File: src/rtl/flash_ilk_pkg.sv
package flash_ilk_pkg;

  typedef enum logic [2:0] {
    PM_RUN     = 3'd0,
    PM_HW_STBY = 3'd1,
    PM_SW_STBY = 3'd2,
    PM_SUB_ACT = 3'd3,
    PM_SUB_SLP = 3'd4,
    PM_WATCH   = 3'd5
  } pwr_mode_e;

  // register addresses
  localparam int unsigned CTRL_ADR     = 0;
  localparam int unsigned SETUP_ADR    = 1;
  localparam int unsigned BLK_BASE_ADR = 2;

  // control register bit positions
  localparam int unsigned CTRL_WEN_BIT = 0;
  localparam int unsigned CTRL_PRG_BIT = 1;
  localparam int unsigned CTRL_ERS_BIT = 2;

  // setup register bit positions
  localparam int unsigned SET_ESU_BIT = 0;
  localparam int unsigned SET_PSU_BIT = 1;
  localparam int unsigned SET_ERR_BIT = 6;

  typedef struct packed {
    logic hw_clr;   // hardware standby: full clear
    logic lp_clr;   // low-power entry: drop armed state
  } pwr_evt_t;

endpackage

File: src/rtl/ilk_mode_decode.sv
module ilk_mode_decode
  import flash_ilk_pkg::*;
(
  input  logic [2:0] mode_i,
  output pwr_evt_t   evt_o
);

  always_comb begin
    evt_o = '0;
    unique case (mode_i)
      PM_HW_STBY: evt_o.hw_clr = 1'b1;
      PM_SW_STBY,
      PM_SUB_ACT,
      PM_SUB_SLP,
      PM_WATCH:   evt_o.lp_clr = 1'b1;
      default:    evt_o = '0;
    endcase
  end

endmodule

File: src/rtl/ilk_ctrl_core.sv
module ilk_ctrl_core
  import flash_ilk_pkg::*;
#(
  parameter int unsigned DATA_W = 8
) (
  input  logic              clk_i,
  input  logic              rst_ni,
  input  pwr_evt_t          evt_i,
  input  logic              wr_ctrl_i,
  input  logic              wr_setup_i,
  input  logic [DATA_W-1:0] wdata_i,
  output logic              wen_q_o,
  output logic              wen_nx_o,
  output logic              prog_q_o,
  output logic              ers_q_o,
  output logic              esu_q_o,
  output logic              psu_q_o,
  output logic              err_q_o
);

  logic wen_q, prog_q, ers_q, esu_q, psu_q, err_q;
  logic wen_d, prog_d, ers_d, esu_d, psu_d, err_d;
  logic req_p, req_e;
  logic upd;

  assign req_p = wdata_i[CTRL_PRG_BIT];
  assign req_e = wdata_i[CTRL_ERS_BIT];

  // next-state process
  always_comb begin
    wen_d  = wen_q;
    prog_d = prog_q;
    ers_d  = ers_q;
    esu_d  = esu_q;
    psu_d  = psu_q;
    err_d  = err_q;

    if (wr_ctrl_i) begin
      wen_d = wdata_i[CTRL_WEN_BIT];
    end

    if (!evt_i.lp_clr && !err_q) begin
      if (wr_setup_i && wen_q) begin
        esu_d = wdata_i[SET_ESU_BIT];
        psu_d = wdata_i[SET_PSU_BIT];
      end
      if (wr_ctrl_i && wdata_i[CTRL_WEN_BIT]) begin
        if ((req_p && req_e) || (req_p && !psu_q) || (req_e && !esu_q)) begin
          err_d  = 1'b1;
          prog_d = 1'b0;
          ers_d  = 1'b0;
        end else begin
          prog_d = req_p;
          ers_d  = req_e;
        end
      end
    end

    if (evt_i.lp_clr) begin
      if (prog_q || ers_q) begin
        err_d = 1'b1;
      end
      esu_d  = 1'b0;
      psu_d  = 1'b0;
      prog_d = 1'b0;
      ers_d  = 1'b0;
    end

    // a closed write-enable leaves nothing armed
    if (!wen_d) begin
      esu_d  = 1'b0;
      psu_d  = 1'b0;
      prog_d = 1'b0;
      ers_d  = 1'b0;
    end

    // a command cannot outlive its setup stage
    prog_d = prog_d & psu_d;
    ers_d  = ers_d & esu_d;

    if (err_d) begin
      esu_d  = 1'b0;
      psu_d  = 1'b0;
      prog_d = 1'b0;
      ers_d  = 1'b0;
    end

    if (evt_i.hw_clr) begin
      wen_d  = 1'b0;
      prog_d = 1'b0;
      ers_d  = 1'b0;
      esu_d  = 1'b0;
      psu_d  = 1'b0;
      err_d  = 1'b0;
    end
  end

  assign upd = (wen_d  != wen_q)  || (prog_d != prog_q) || (ers_d != ers_q) ||
               (esu_d  != esu_q)  || (psu_d  != psu_q)  || (err_d != err_q);

  // register process with explicit clock enable
  always_ff @(posedge clk_i or negedge rst_ni) begin
    if (!rst_ni) begin
      wen_q  <= 1'b0;
      prog_q <= 1'b0;
      ers_q  <= 1'b0;
      esu_q  <= 1'b0;
      psu_q  <= 1'b0;
      err_q  <= 1'b0;
    end else if (upd) begin
      wen_q  <= wen_d;
      prog_q <= prog_d;
      ers_q  <= ers_d;
      esu_q  <= esu_d;
      psu_q  <= psu_d;
      err_q  <= err_d;
    end
  end

  assign wen_q_o  = wen_q;
  assign wen_nx_o = wen_d;
  assign prog_q_o = prog_q;
  assign ers_q_o  = ers_q;
  assign esu_q_o  = esu_q;
  assign psu_q_o  = psu_q;
  assign err_q_o  = err_q;

endmodule

File: src/rtl/ilk_blk_sel.sv
module ilk_blk_sel #(
  parameter int unsigned DATA_W = 8,
  parameter int unsigned N_REG  = 2
) (
  input  logic                      clk_i,
  input  logic                      rst_ni,
  input  logic                      clr_i,
  input  logic [N_REG-1:0]          wr_i,
  input  logic [DATA_W-1:0]         wdata_i,
  output logic [N_REG*DATA_W-1:0]   sel_o
);

  localparam int unsigned TOT_W = N_REG * DATA_W;
  localparam int unsigned CNT_W = $clog2(TOT_W + 1);

  logic [TOT_W-1:0] sel_q;
  logic [TOT_W-1:0] cand;
  logic [TOT_W-1:0] sel_d;
  logic [CNT_W-1:0] ones;
  logic             multi;

  // candidate value with the written byte merged in
  always_comb begin
    cand = sel_q;
    for (int i = 0; i < int'(N_REG); i++) begin
      if (wr_i[i]) begin
        cand[i*DATA_W +: DATA_W] = wdata_i;
      end
    end
  end

  assign ones  = CNT_W'($countones(cand));
  assign multi = (ones > CNT_W'(1));

  always_comb begin
    if (clr_i || multi) begin
      sel_d = '0;
    end else begin
      sel_d = cand;
    end
  end

  // one byte register per address, each with its own clock enable
  for (genvar g = 0; g < int'(N_REG); g++) begin : g_byte
    logic en;
    assign en = (sel_d[g*DATA_W +: DATA_W] != sel_q[g*DATA_W +: DATA_W]);
    always_ff @(posedge clk_i or negedge rst_ni) begin
      if (!rst_ni) begin
        sel_q[g*DATA_W +: DATA_W] <= '0;
      end else if (en) begin
        sel_q[g*DATA_W +: DATA_W] <= sel_d[g*DATA_W +: DATA_W];
      end
    end
  end

  assign sel_o = sel_q;

endmodule

File: src/rtl/ilk_rd_mux.sv
module ilk_rd_mux
  import flash_ilk_pkg::*;
#(
  parameter int unsigned DATA_W = 8,
  parameter int unsigned N_REG  = 2,
  parameter int unsigned ADDR_W = 2
) (
  input  logic [ADDR_W-1:0]       addr_i,
  input  logic                    wen_i,
  input  logic                    prog_i,
  input  logic                    ers_i,
  input  logic                    esu_i,
  input  logic                    psu_i,
  input  logic                    err_i,
  input  logic [N_REG*DATA_W-1:0] blk_i,
  output logic [DATA_W-1:0]       rdata_o
);

  logic [DATA_W-1:0] ctrl_img;
  logic [DATA_W-1:0] setup_img;

  always_comb begin
    ctrl_img               = '0;
    ctrl_img[CTRL_WEN_BIT] = wen_i;
    ctrl_img[CTRL_PRG_BIT] = prog_i;
    ctrl_img[CTRL_ERS_BIT] = ers_i;
    setup_img              = '0;
    setup_img[SET_ESU_BIT] = esu_i;
    setup_img[SET_PSU_BIT] = psu_i;
    setup_img[SET_ERR_BIT] = err_i;
  end

  always_comb begin
    rdata_o = '0;
    if (addr_i == ADDR_W'(CTRL_ADR)) begin
      rdata_o = ctrl_img;
    end else if (addr_i == ADDR_W'(SETUP_ADR)) begin
      rdata_o = setup_img;
    end
    for (int i = 0; i < int'(N_REG); i++) begin
      if (addr_i == ADDR_W'(BLK_BASE_ADR + i)) begin
        rdata_o = blk_i[i*DATA_W +: DATA_W];
      end
    end
  end

endmodule

File: src/rtl/flash_pe_interlock.sv
module flash_pe_interlock
  import flash_ilk_pkg::*;
#(
  parameter int unsigned DATA_W = 8,
  parameter int unsigned N_BLK_REG = 2,
  parameter int unsigned ADDR_W = 2
) (
  input  logic                        clk_i,
  input  logic                        rst_ni,
  input  logic [2:0]                  mode_i,
  input  logic [ADDR_W-1:0]           addr_i,
  input  logic [DATA_W-1:0]           wdata_i,
  input  logic                        we_i,
  output logic [DATA_W-1:0]           rdata_o,
  output logic                        erase_setup_o,
  output logic                        prog_setup_o,
  output logic                        erase_o,
  output logic                        prog_o,
  output logic [N_BLK_REG*DATA_W-1:0] blk_sel_o,
  output logic                        err_lock_o
);

  // reset: asserted asynchronously, released after two clock edges
  logic rst_meta_q, rst_sync_q;
  always_ff @(posedge clk_i or negedge rst_ni) begin
    if (!rst_ni) begin
      rst_meta_q <= 1'b0;
      rst_sync_q <= 1'b0;
    end else begin
      rst_meta_q <= 1'b1;
      rst_sync_q <= rst_meta_q;
    end
  end

  logic rst_n_s;
  assign rst_n_s = rst_sync_q;

  pwr_evt_t evt;
  ilk_mode_decode u_mode (
    .mode_i (mode_i),
    .evt_o  (evt)
  );

  logic wr_ctrl, wr_setup;
  assign wr_ctrl  = we_i && (addr_i == ADDR_W'(CTRL_ADR));
  assign wr_setup = we_i && (addr_i == ADDR_W'(SETUP_ADR));

  logic wen_q, wen_nx, prog_q, ers_q, esu_q, psu_q, err_q;

  ilk_ctrl_core #(.DATA_W(DATA_W)) u_core (
    .clk_i      (clk_i),
    .rst_ni     (rst_n_s),
    .evt_i      (evt),
    .wr_ctrl_i  (wr_ctrl),
    .wr_setup_i (wr_setup),
    .wdata_i    (wdata_i),
    .wen_q_o    (wen_q),
    .wen_nx_o   (wen_nx),
    .prog_q_o   (prog_q),
    .ers_q_o    (ers_q),
    .esu_q_o    (esu_q),
    .psu_q_o    (psu_q),
    .err_q_o    (err_q)
  );

  // per-address block-select write strobes, open only with write-enable set
  logic [N_BLK_REG-1:0] wr_blk;
  for (genvar g = 0; g < int'(N_BLK_REG); g++) begin : g_blk_wr
    assign wr_blk[g] = we_i && wen_q && (addr_i == ADDR_W'(BLK_BASE_ADR + g));
  end

  logic blk_clr;
  assign blk_clr = evt.hw_clr || evt.lp_clr || !wen_nx;

  logic [N_BLK_REG*DATA_W-1:0] blk_q;
  ilk_blk_sel #(.DATA_W(DATA_W), .N_REG(N_BLK_REG)) u_blk (
    .clk_i   (clk_i),
    .rst_ni  (rst_n_s),
    .clr_i   (blk_clr),
    .wr_i    (wr_blk),
    .wdata_i (wdata_i),
    .sel_o   (blk_q)
  );

  ilk_rd_mux #(.DATA_W(DATA_W), .N_REG(N_BLK_REG), .ADDR_W(ADDR_W)) u_rd (
    .addr_i  (addr_i),
    .wen_i   (wen_q),
    .prog_i  (prog_q),
    .ers_i   (ers_q),
    .esu_i   (esu_q),
    .psu_i   (psu_q),
    .err_i   (err_q),
    .blk_i   (blk_q),
    .rdata_o (rdata_o)
  );

  assign erase_setup_o = esu_q;
  assign prog_setup_o  = psu_q;
  assign erase_o       = ers_q;
  assign prog_o        = prog_q;
  assign blk_sel_o     = blk_q;
  assign err_lock_o    = err_q;

endmodule

File: config.mk
export PLATFORM = sky130hd
export DESIGN_NAME = flash_pe_interlock
export DESIGN_NICKNAME = d
export VERILOG_FILES = /design/src/rtl/flash_ilk_pkg.sv /design/src/rtl/ilk_mode_decode.sv /design/src/rtl/ilk_ctrl_core.sv /design/src/rtl/ilk_blk_sel.sv /design/src/rtl/ilk_rd_mux.sv /design/src/rtl/flash_pe_interlock.sv
export SDC_FILE = /design/constraint.sdc
export NUM_CORES = 1
export LEC_CHECK = 0
export ABC_AREA = 1
export BUFFER_PORTS_ARGS = -buffer_cell sky130_fd_sc_hd__buf_2
export CAP_MARGIN = 15
export CORE_ASPECT_RATIO = 0.75
export CORE_MARGIN = 2
export CORE_UTILIZATION = 49
export DETAILED_ROUTE_END_ITERATION = 16
export PLACE_DENSITY_LB_ADDON = 0.05
export SLEW_MARGIN = 20
export SYNTH_ARGS = -nofsm -noshare
export SYNTH_HDL_FRONTEND = slang
export SYNTH_SLANG_ARGS = --single-unit
export TNS_END_PERCENT = 20
File: constraint.sdc
create_clock -name clk_i -period 1.4 [get_ports clk_i]
set_clock_uncertainty 0.1 [all_clocks]
set_input_delay 0.28 -clock clk_i [delete_from_list [all_inputs] [get_ports clk_i]]
set_output_delay 0.28 -clock clk_i [all_outputs]
set_load 0.005 [all_outputs]
# == Word-level counts from Yosys, hierarchy flattened ==
# Cells that the tools add are included.
# totals
out_inout_bits,29
word_cells,116
ff_bits,24
# classes
n_eq_ne,16
n_addsub,15
n_reduce_logical,29
mux,43
n_lt_le_gt_ge,1
bitwise_logic,2
# ops
cell,count
two-way mux 8 bit,5
two-way mux 1 bit,36
adder 5 bit,7
adder 1 x 1 -> 2 bit,8
two-way mux 16 bit,1
inequality test 8 bit,2
logical AND 1 bit,11
logical OR 1 bit,11
two-way mux 7 bit,1
"equality test 3 x 2 -> 1 bit, second input constant",2
"equality test 3 bit, second input constant",2
inequality test 1 bit,6
"greater-than comparator 5 x 1 -> 1 bit, second input constant",1
logical NOT 1 bit,5
"equality test 2 bit, second input constant",2
OR reduction 4 bit,1
"equality test 3 x 1 -> 1 bit, second input constant",1
AND 1 bit,2
"equality test 2 x 1 -> 1 bit, second input constant",1
logical NOT 2 bit,1

# == Logic depth before layout (Yosys ltp) ==
# Gate-level depths: netlist of run 1.
# depth
depth_word,18
mapped_depth,32
mapped_depth_nobuf,31

# == Modules after synthesis ==
# From an unflattened synthesis of run 1, not the netlist that was laid out.
# hier_totals
hier_cells,242
hier_area_um2,1808.0
# modules_own_cells
mod,seq_area_each_um2,cells_each,n_inst,area_each_um2
ilk_blk_sel,400.4,122,1,1117.3
ilk_ctrl_core,150.1,61,1,399.1
ilk_rd_mux,0.0,37,1,166.4
flash_pe_interlock,50.0,15,1,98.8
ilk_mode_decode,0.0,7,1,26.3

# == Worst setup path before layout of run 1 ==
# No wires, ideal clock.
# synth_path
kind,flip-flop to flip-flop
start,"register u_core.wen_q, in the netlist u_core.wen_q_o"
end,"register u_blk.sel_q[1], in the netlist u_blk.sel_o[1]"
arrival_time_ns,4.964
stages_incl_launch_ff,29
setup_slack_ns,-3.781
n_path_buf,2
path_cell_list,dfrtp_1 > nand2_1 > nor2_2 > buf_2 > nand2_1 > o21ai_0 > inv_1 > ha_1 > inv_1 > fa_1 > inv_1 > fa_1 > fa_1 > fa_1 > ha_1 > inv_1 > fa_1 > nand2_1 > nor2_1 > nand3_1 > nor2_4 > buf_6 > nand3_1 > nand2_1 > nand2_1 > nor2_2 > nand2_1 > nand2_1 > nand2_1
# synth_between
elab_chain_len,11
# synth_rtl
item,line,rtl
"start, declared",ilk_ctrl_core.sv:21,"logic wen_q, prog_q, ers_q, esu_q, psu_q, err_q;"
"start signal, assigned",ilk_ctrl_core.sv:111,wen_q <= wen_d;
logical AND 1 bit (2 in a row),flash_pe_interlock.sv:69,assign wr_blk[g] = we_i && wen_q && (addr_i == ADDR_W'(BLK_BASE_ADR + g));
two-way mux 8 bit,ilk_blk_sel.sv:26,if (wr_i[i]) begin
adder 1 x 1 -> 2 bit (implied by the code),ilk_blk_sel.sv:32,assign ones = CNT_W'($countones(cand));
adder 5 bit (implied by the code) (3 in a row),ilk_blk_sel.sv:32,
greater-than comparator 5 x 1 -> 1 bit,ilk_blk_sel.sv:33,assign multi = (ones > CNT_W'(1));
logical OR 1 bit,ilk_blk_sel.sv:36,if (clr_i || multi) begin
two-way mux 16 bit *,ilk_blk_sel.sv:36,
inequality test 8 bit,ilk_blk_sel.sv:46,assign en = (sel_d[g*DATA_W +: DATA_W] != sel_q[g*DATA_W +: DATA_W]);
"end signal, assigned by index",ilk_blk_sel.sv:51,sel_q[g*DATA_W +: DATA_W] <= sel_d[g*DATA_W +: DATA_W];
"end, declared",ilk_blk_sel.sv:16,logic [TOT_W-1:0] sel_q;
# Mark *: on every way between the ends. The rest lies on a longest branch, timed or not.
# A chain may end at the register's enable or synchronous reset.

# == Final worst setup path of run 1 ==
# Ends and elaborated chain as after synthesis.

==> results.yml, run 1 <==
pwr:
  power_w: 0.001993
  seqPwrFrac_pct: 36.6
  swShare_pct: 35.91
  p_sw_w: 0.0007157
  clockPowerShare_pct: 21.0
  powerDensity_nw_per_um2: 576.8
  ir_drop_v: 0.0005330
  p_int_w: 0.001277
  leakage_nw: 1.938
  p_comb_share_pct: 42.4
drt:
  drtPass1Iterations: 8
  wl_per_cell_um: 17.32
  vias: 2512
  drc: 0
  ant_nets: 0
  routed_wl_mm: 8.160
  vias_per_cell: 5.333
  drt-initial-drc-count: 204
clock_tree:
  cts_tree: "done"
  htree_levels: 1
  cts_buffer_depth: 2
  root_buffer: "clkbuf_8"
  clk_latency_ps: 270
  clkTransAtPathRegs_ps: 90
  cts_buffers: 3
  clkSinkCount: 24
worst_setup_path:
  cpMostUsedCell: "nand2_1"
  crit_start: "u_core.wen_q_o"
  startpoint_type: "register"
  cp-end-kind: "register"
  worstPathRequired_ps: 1480
  rrSetupSlack_ps: -3930
  crit_type: "register to register"
  path_max_fanout: 8
  r2r-start: "u_core.wen_q_o"
  worstPathArrival_ps: 5410
  crit_path_top_delay_cell: "fa_1"
  max_stage_delay_ps: 560
yosys:
  yosys.area.top_type_share_pct: 29.68
  synthXorXnorAreaFrac_pct: 0
  synth_area_leader_cell: "dfrtp_1"
  syn_nets: 319
  synth-adder-area-share_pct: 18.92
  synth_top_family_by_area: "simple AND/OR/NAND/NOR gates"
  ys_warn_count: 0
  synth_compound_area_share_pct: 10.45
  synth_cells: 279
  synthMuxAreaShare_pct: 0
  syn_avg_cell_area_um2: 7.252
  syn_area_um2: 2023
  synthTopCellsByArea: "dfrtp_1 (30%), inv_1 (14%), nand2_1 (12%)"
  synth_seq_cells: 24
  ys_types: 28
  yosysSeqAreaShare_pct: 29.68
  synth-simple-area-share_pct: 25.66
sta:
  hold_viol: 0
  period_minus_slack_ps: 5334
  setup_ws_ps: -3934
  fmax_ghz: 0.1875
  fin_crit_sh_pct: 381.0
  setup_violations: 28
  rsz0062_at_grt: "true"
  maxSlewViolCount: 0
  hold-worst-slack_ps: 111.5
layout:
  final_util_pct: 86.31
  n_antenna_cell: 0
  stdcell_area_um2: 3456
  nets: 458
  fin_cells: 471
  nFillCells: 214
  final_common_cell: "buf_4"
  drive_gt1_share_pct: 58.65
  regArea_um2: 601.8
  syn2layout_area_growth_pct: 70.81
  final_cell_mix: "buf_4 (79), nand2_1 (52), buf_2 (44)"
  multi_input_area_um2: 1441
job:
  cap_violations: 0
grt:
  grt_use_total_pct: 28.20
  grt_max_degree: 23
  grt_remaining_overflow: 0
  grt_first_pass_wirelength_mm: 9.915
  grt_antenna_before_repair: 0
  grt_pass1_vias: 2108
place:
  placed_area_um2: 2978
  place_hpwl_mm: 5.010
  gp_congestion: 0.9119
  dpl.cell_count: 459
  port_buffers: 44
min_path:
  hold_path.class: "register to asynchronous set/reset pin"
status:
  violations: "negative setup slack"
  outcome: "finished, violations left"
floorplan:
  fp.dieArea_um2: 4664
  core-area_um2: 4004
  initial_core_util_pct: 50.53
  ios: 45
  die_h_um: 59.65
  rows: 20
  die_w_um: 78.20
==> per-layer routing <==
layer  wire [um]  up-vias  global-route usage [%]
met4         428        0                   5.263
met5           0        -                       0
li1            -     1136                       -
met1        3054     1148                   38.96
met2        3814      179                   46.43
met3         862       49                   6.647
==> area by class of cell <==
cell class                 count  share of cell area [%]
timing repair buffer         136                   29.15
clock buffer                   3                   1.195
tap                           55                   1.991
sequential                    24                   17.41
multi-input combinational    179                   41.71
inverter                      74                   8.545
==> metrics by stage <==
step           setup TNS, ps  setup WS [ps]
2_1_floorplan         -51770          -3575
3_3_place_gp          -58030          -3712
3_5_place_dp          -60590          -3867
4_1_cts               -57830          -3739
5_1_grt               -62650          -4093
6_report              -60520          -3934
==> timing repair <==
item	CTS	global route
setup buffers	0	6
resized for setup	43	78
hold buffers	1	0
pin swaps	7	14
endpoints found under the setup margin	29	29
gates cloned	0	3
endpoints found under the hold margin	2	0
==> sequential cells by signal (all words and copies together) (netlist names) <==
register / count
u_blk.sel_o: 16
u_core.err_q_o: 1
u_core.esu_q_o: 1
rst_meta_q: 1
u_core.ers_q_o: 1
u_core.prog_q_o: 1
u_core.psu_q_o: 1
u_core.wen_q_o: 1
rst_n_s: 1
==> cell usage after synthesis <==
cell type	number
a21oi_1	5
nand3_2	1
inv_2	1
nor2_4	1
o21ai_0	14
buf_6	2
nor4_1	1
buf_2	1
o22ai_1	3
o21ai_1	3
dfrtp_1	24
nor3_1	1
o221ai_1	2
nor2_2	6
nand2_1	65
inv_1	73
o2111ai_1	1
nor2_1	23
a21oi_2	3
fa_1	11
nand4_4	1
nand4_1	1
conb_1	1
a31oi_1	2
o21ai_2	2
nand3_1	17
ha_1	13
nand2_2	1
==> worst max-delay path: cells and delay by family (launching register included) <==
kind / cells / cell delay (ps)
AOI/OAI and AO/OA: 1 / 180
and+or+nand+nor: 15 / 1450
adders and majority gates: 7 / 2580
DFF: 1 / 400
buffers and inverters: 5 / 540
==> final timing paths <==
check                      cells after the start             end
max in group asynchronous                      1  u_core.wen_q_o
hold / removal                                 1  u_core.wen_q_o
hold reg to reg                                1  u_core.wen_q_o
min in group clk_i                             2  u_core.err_q_o
setup reg to reg                              28  u_blk.sel_o[1]
setup / recovery                              28  u_blk.sel_o[1]
==> cell families after synthesis <==
family | count (synthesis)
adders and majority gates | 24
other | 1
buffers and inverters | 77
and+or+nand+nor | 118
DFF | 24
AOI/OAI and AO/OA | 35
==> power groups by stage <==
stage / sequential [W] / combinational [W] / clock [W]
2_1_floorplan: 0.000751 / 0.000302 / 0
3_3_place_gp: 0.000741 / 0.000588 / 0
3_5_place_dp: 0.000742 / 0.000608 / 0
4_1_cts: 0.000729 / 0.000647 / 0.000422
5_1_grt: 0.000732 / 0.000900 / 0.000450
6_report: 0.000730 / 0.000845 / 0.000418
Note: power is estimated with default switching activity, not from simulation.
==> run 2: changes to the inputs <==
--- a/config.mk
+++ b/config.mk
@@ -13,5 +13,7 @@
 export CORE_UTILIZATION = 49
 export DETAILED_ROUTE_END_ITERATION = 16
+export GPL_ROUTABILITY_DRIVEN = 0
 export PLACE_DENSITY_LB_ADDON = 0.05
+export SKIP_CTS_REPAIR_TIMING = 1
 export SLEW_MARGIN = 20
 export SYNTH_ARGS = -nofsm -noshare
==> constraint.sdc (replaced) <==
create_clock -name clk_i -period 1.4 [get_ports clk_i]
set_clock_uncertainty 0.1 [all_clocks]
set_input_delay 0.14 -clock clk_i [delete_from_list [all_inputs] [get_ports clk_i]]
set_output_delay 0.14 -clock clk_i [all_outputs]
set_load 0.005 [all_outputs]
==> run 2 against run 1 <==
The flow still finishes with violations (negative setup slack). Sequential share of layout area rose by 0.30 points. Wire length decreased by 3.9%. Die area is the same. Global-route usage fell by 2.9 points. Clock power rose by 19%. Sequential power hardly changed. Non-clock buffer count unchanged. Via count increased by 0.48%. Critical path depth did not move. Register-to-register slack improved by 50 ps. Worst hold slack worse by 56 ps. Combinational power decreased by 5.8%. Largest power group unchanged. Highest routed layer unchanged.
==> results.yml, run 2 (synthesis gave the netlist of run 1 again) <==
status:
  outcome: "finished, violations left"
  violations: "negative setup slack"
layout:
  final_common_cell: "buf_4"
  final_cell_mix: "buf_4 (79), inv_1 (57), nand2_1 (57)"
  syn2layout_area_growth_pct: 67.53
  nFillCells: 219
  nets: 458
  multi_input_area_um2: 1383
  n_antenna_cell: 0
  fin_cells: 472
  largest_register_ffs: 16
  stdcell_area_um2: 3390
  regArea_um2: 600.6
  drive_gt1_share_pct: 51.56
drt:
  vias_per_cell: 5.347
  vias: 2524
  top_layer: "met4"
  wl_per_cell_um: 16.62
  m1WireLength_mm: 3.128
  wl_met2_mm: 3.732
  routed_wl_mm: 7.845
  drtPass1Iterations: 6
  drc: 0
  ant_nets: 0
  dr_wl_met3_um: 736
  drt-initial-drc-count: 237
clock_tree:
  clkSinkCount: 24
  cts_buffers: 3
  cts_buffer_depth: 2
  clk_latency_ps: 280
  cts_tree: "done"
  root_buffer: "clkbuf_8"
  clkTransAtPathRegs_ps: 90
  htree_levels: 1
sta:
  fin_crit_sh_pct: 377.7
  maxSlewViolCount: 0
  setup_violations: 23
  rsz0062_at_grt: "true"
  period_minus_slack_ps: 5288
  fmax_ghz: 0.1891
  hold_viol: 0
  setup_ws_ps: -3888
floorplan:
  ios: 45
  die_w_um: 78.20
  core-area_um2: 4004
  rows: 20
  fp.dieArea_um2: 4664
  die_h_um: 59.65
  initial_core_util_pct: 50.53
worst_setup_path:
  max_stage_delay_ps: 520
  r2r-start: "u_core.wen_q_o"
  worstPathArrival_ps: 5370
  worstPathRequired_ps: 1480
  cpMostUsedCell: "nand2_1"
  cp-end-kind: "register"
  worstRegToRegCells: 28
  crit_start: "u_core.wen_q_o"
  startpoint_type: "register"
  cp-endpoint: "u_blk.sel_o[1]"
  rrSetupSlack_ps: -3890
  worstReg2RegEnd: "u_blk.sel_o[1]"
  path_max_fanout: 8
  crit_path_top_delay_cell: "fa_1"
  crit_type: "register to register"
place:
  place_hpwl_mm: 4.731
  port_buffers: 44
  preCtsSetupSlack_ps: -3814
  placed_area_um2: 2928
  dpl.cell_count: 454
grt:
  grt_max_degree: 23
  grt_antenna_before_repair: 0
  grt_pass1_vias: 1938
  grt_first_pass_wirelength_mm: 8.901
  grt_remaining_overflow: 0
  grt_use_total_pct: 25.28
pwr:
  powerDensity_nw_per_um2: 596.2
  ir_drop_v: 0.0004969
  leakage_nw: 1.894
min_path:
  hold_path.class: "primary input to asynchronous set/reset pin"
job:
  cap_violations: 0
## run 2: per-layer routing
| metal | GRT usage, % | vias to the layer above |
|---|---|---|
| met5 | 0 | - |
| met3 | 5.438 | 25 |
| met4 | 3.759 | 0 |
| li1 | - | 1133 |
| met2 | 38.79 | 166 |
| met1 | 37.92 | 1200 |
## run 2: worst max-delay path: cells and delay by family (launching register included)
family                   cells  cell delay (ps)
AND/OR/NAND/NOR             15             1430
buffers and inverters        5              360
adder cells (fa/ha/maj)      7             2800
AO/OA/AOI/OAI                1               80
flip-flops                   1              400
## run 2: worst min-delay path by stage
stage	start	end	slack (ps)	cells after the start
2_1_floorplan	rst_ni	rst_meta_q	-260	0
3_3_place_gp	rst_ni	rst_meta_q	-170	1
3_5_place_dp	rst_ni	rst_meta_q	-170	1
4_1_cts	rst_ni	rst_meta_q	-470	1
5_1_grt	rst_ni	rst_n_s	60	2
6_report	rst_ni	rst_meta_q	60	2
## run 2: area by class of cell
type,instances,share of cell area (%)
Clock buffer,4,1.624
Timing Repair Buffer,136,29.27
Inverter,74,8.564
Tap cell,55,2.030
Multi-Input combinational cell,179,40.79
Sequential cell,24,17.72
## run 2: power by group
group	internal [W]	total, W	switching, W
Clock	0.000252	0.000496	0.000244
Sequential	0.000711	0.000728	0.0000169
Combinational	0.000360	0.000796	0.000437
Total	0.00132	0.00202	0.000698
## run 2: through the flow
stage / total power, W / TNS (ps) / util [%] / hold slack, ps
after floorplan: 0.001053 / -51770 / - / -255.6
after global placement: 0.001326 / -55950 / 73.13 / -174.6
after detailed placement: 0.001341 / -57710 / 73.13 / -173.1
after CTS: 0.001831 / -58280 / 74.50 / -471.4
after global routing: 0.002114 / -61290 / 84.66 / 60.00
final: 0.002021 / -58610 / 84.66 / 56.04
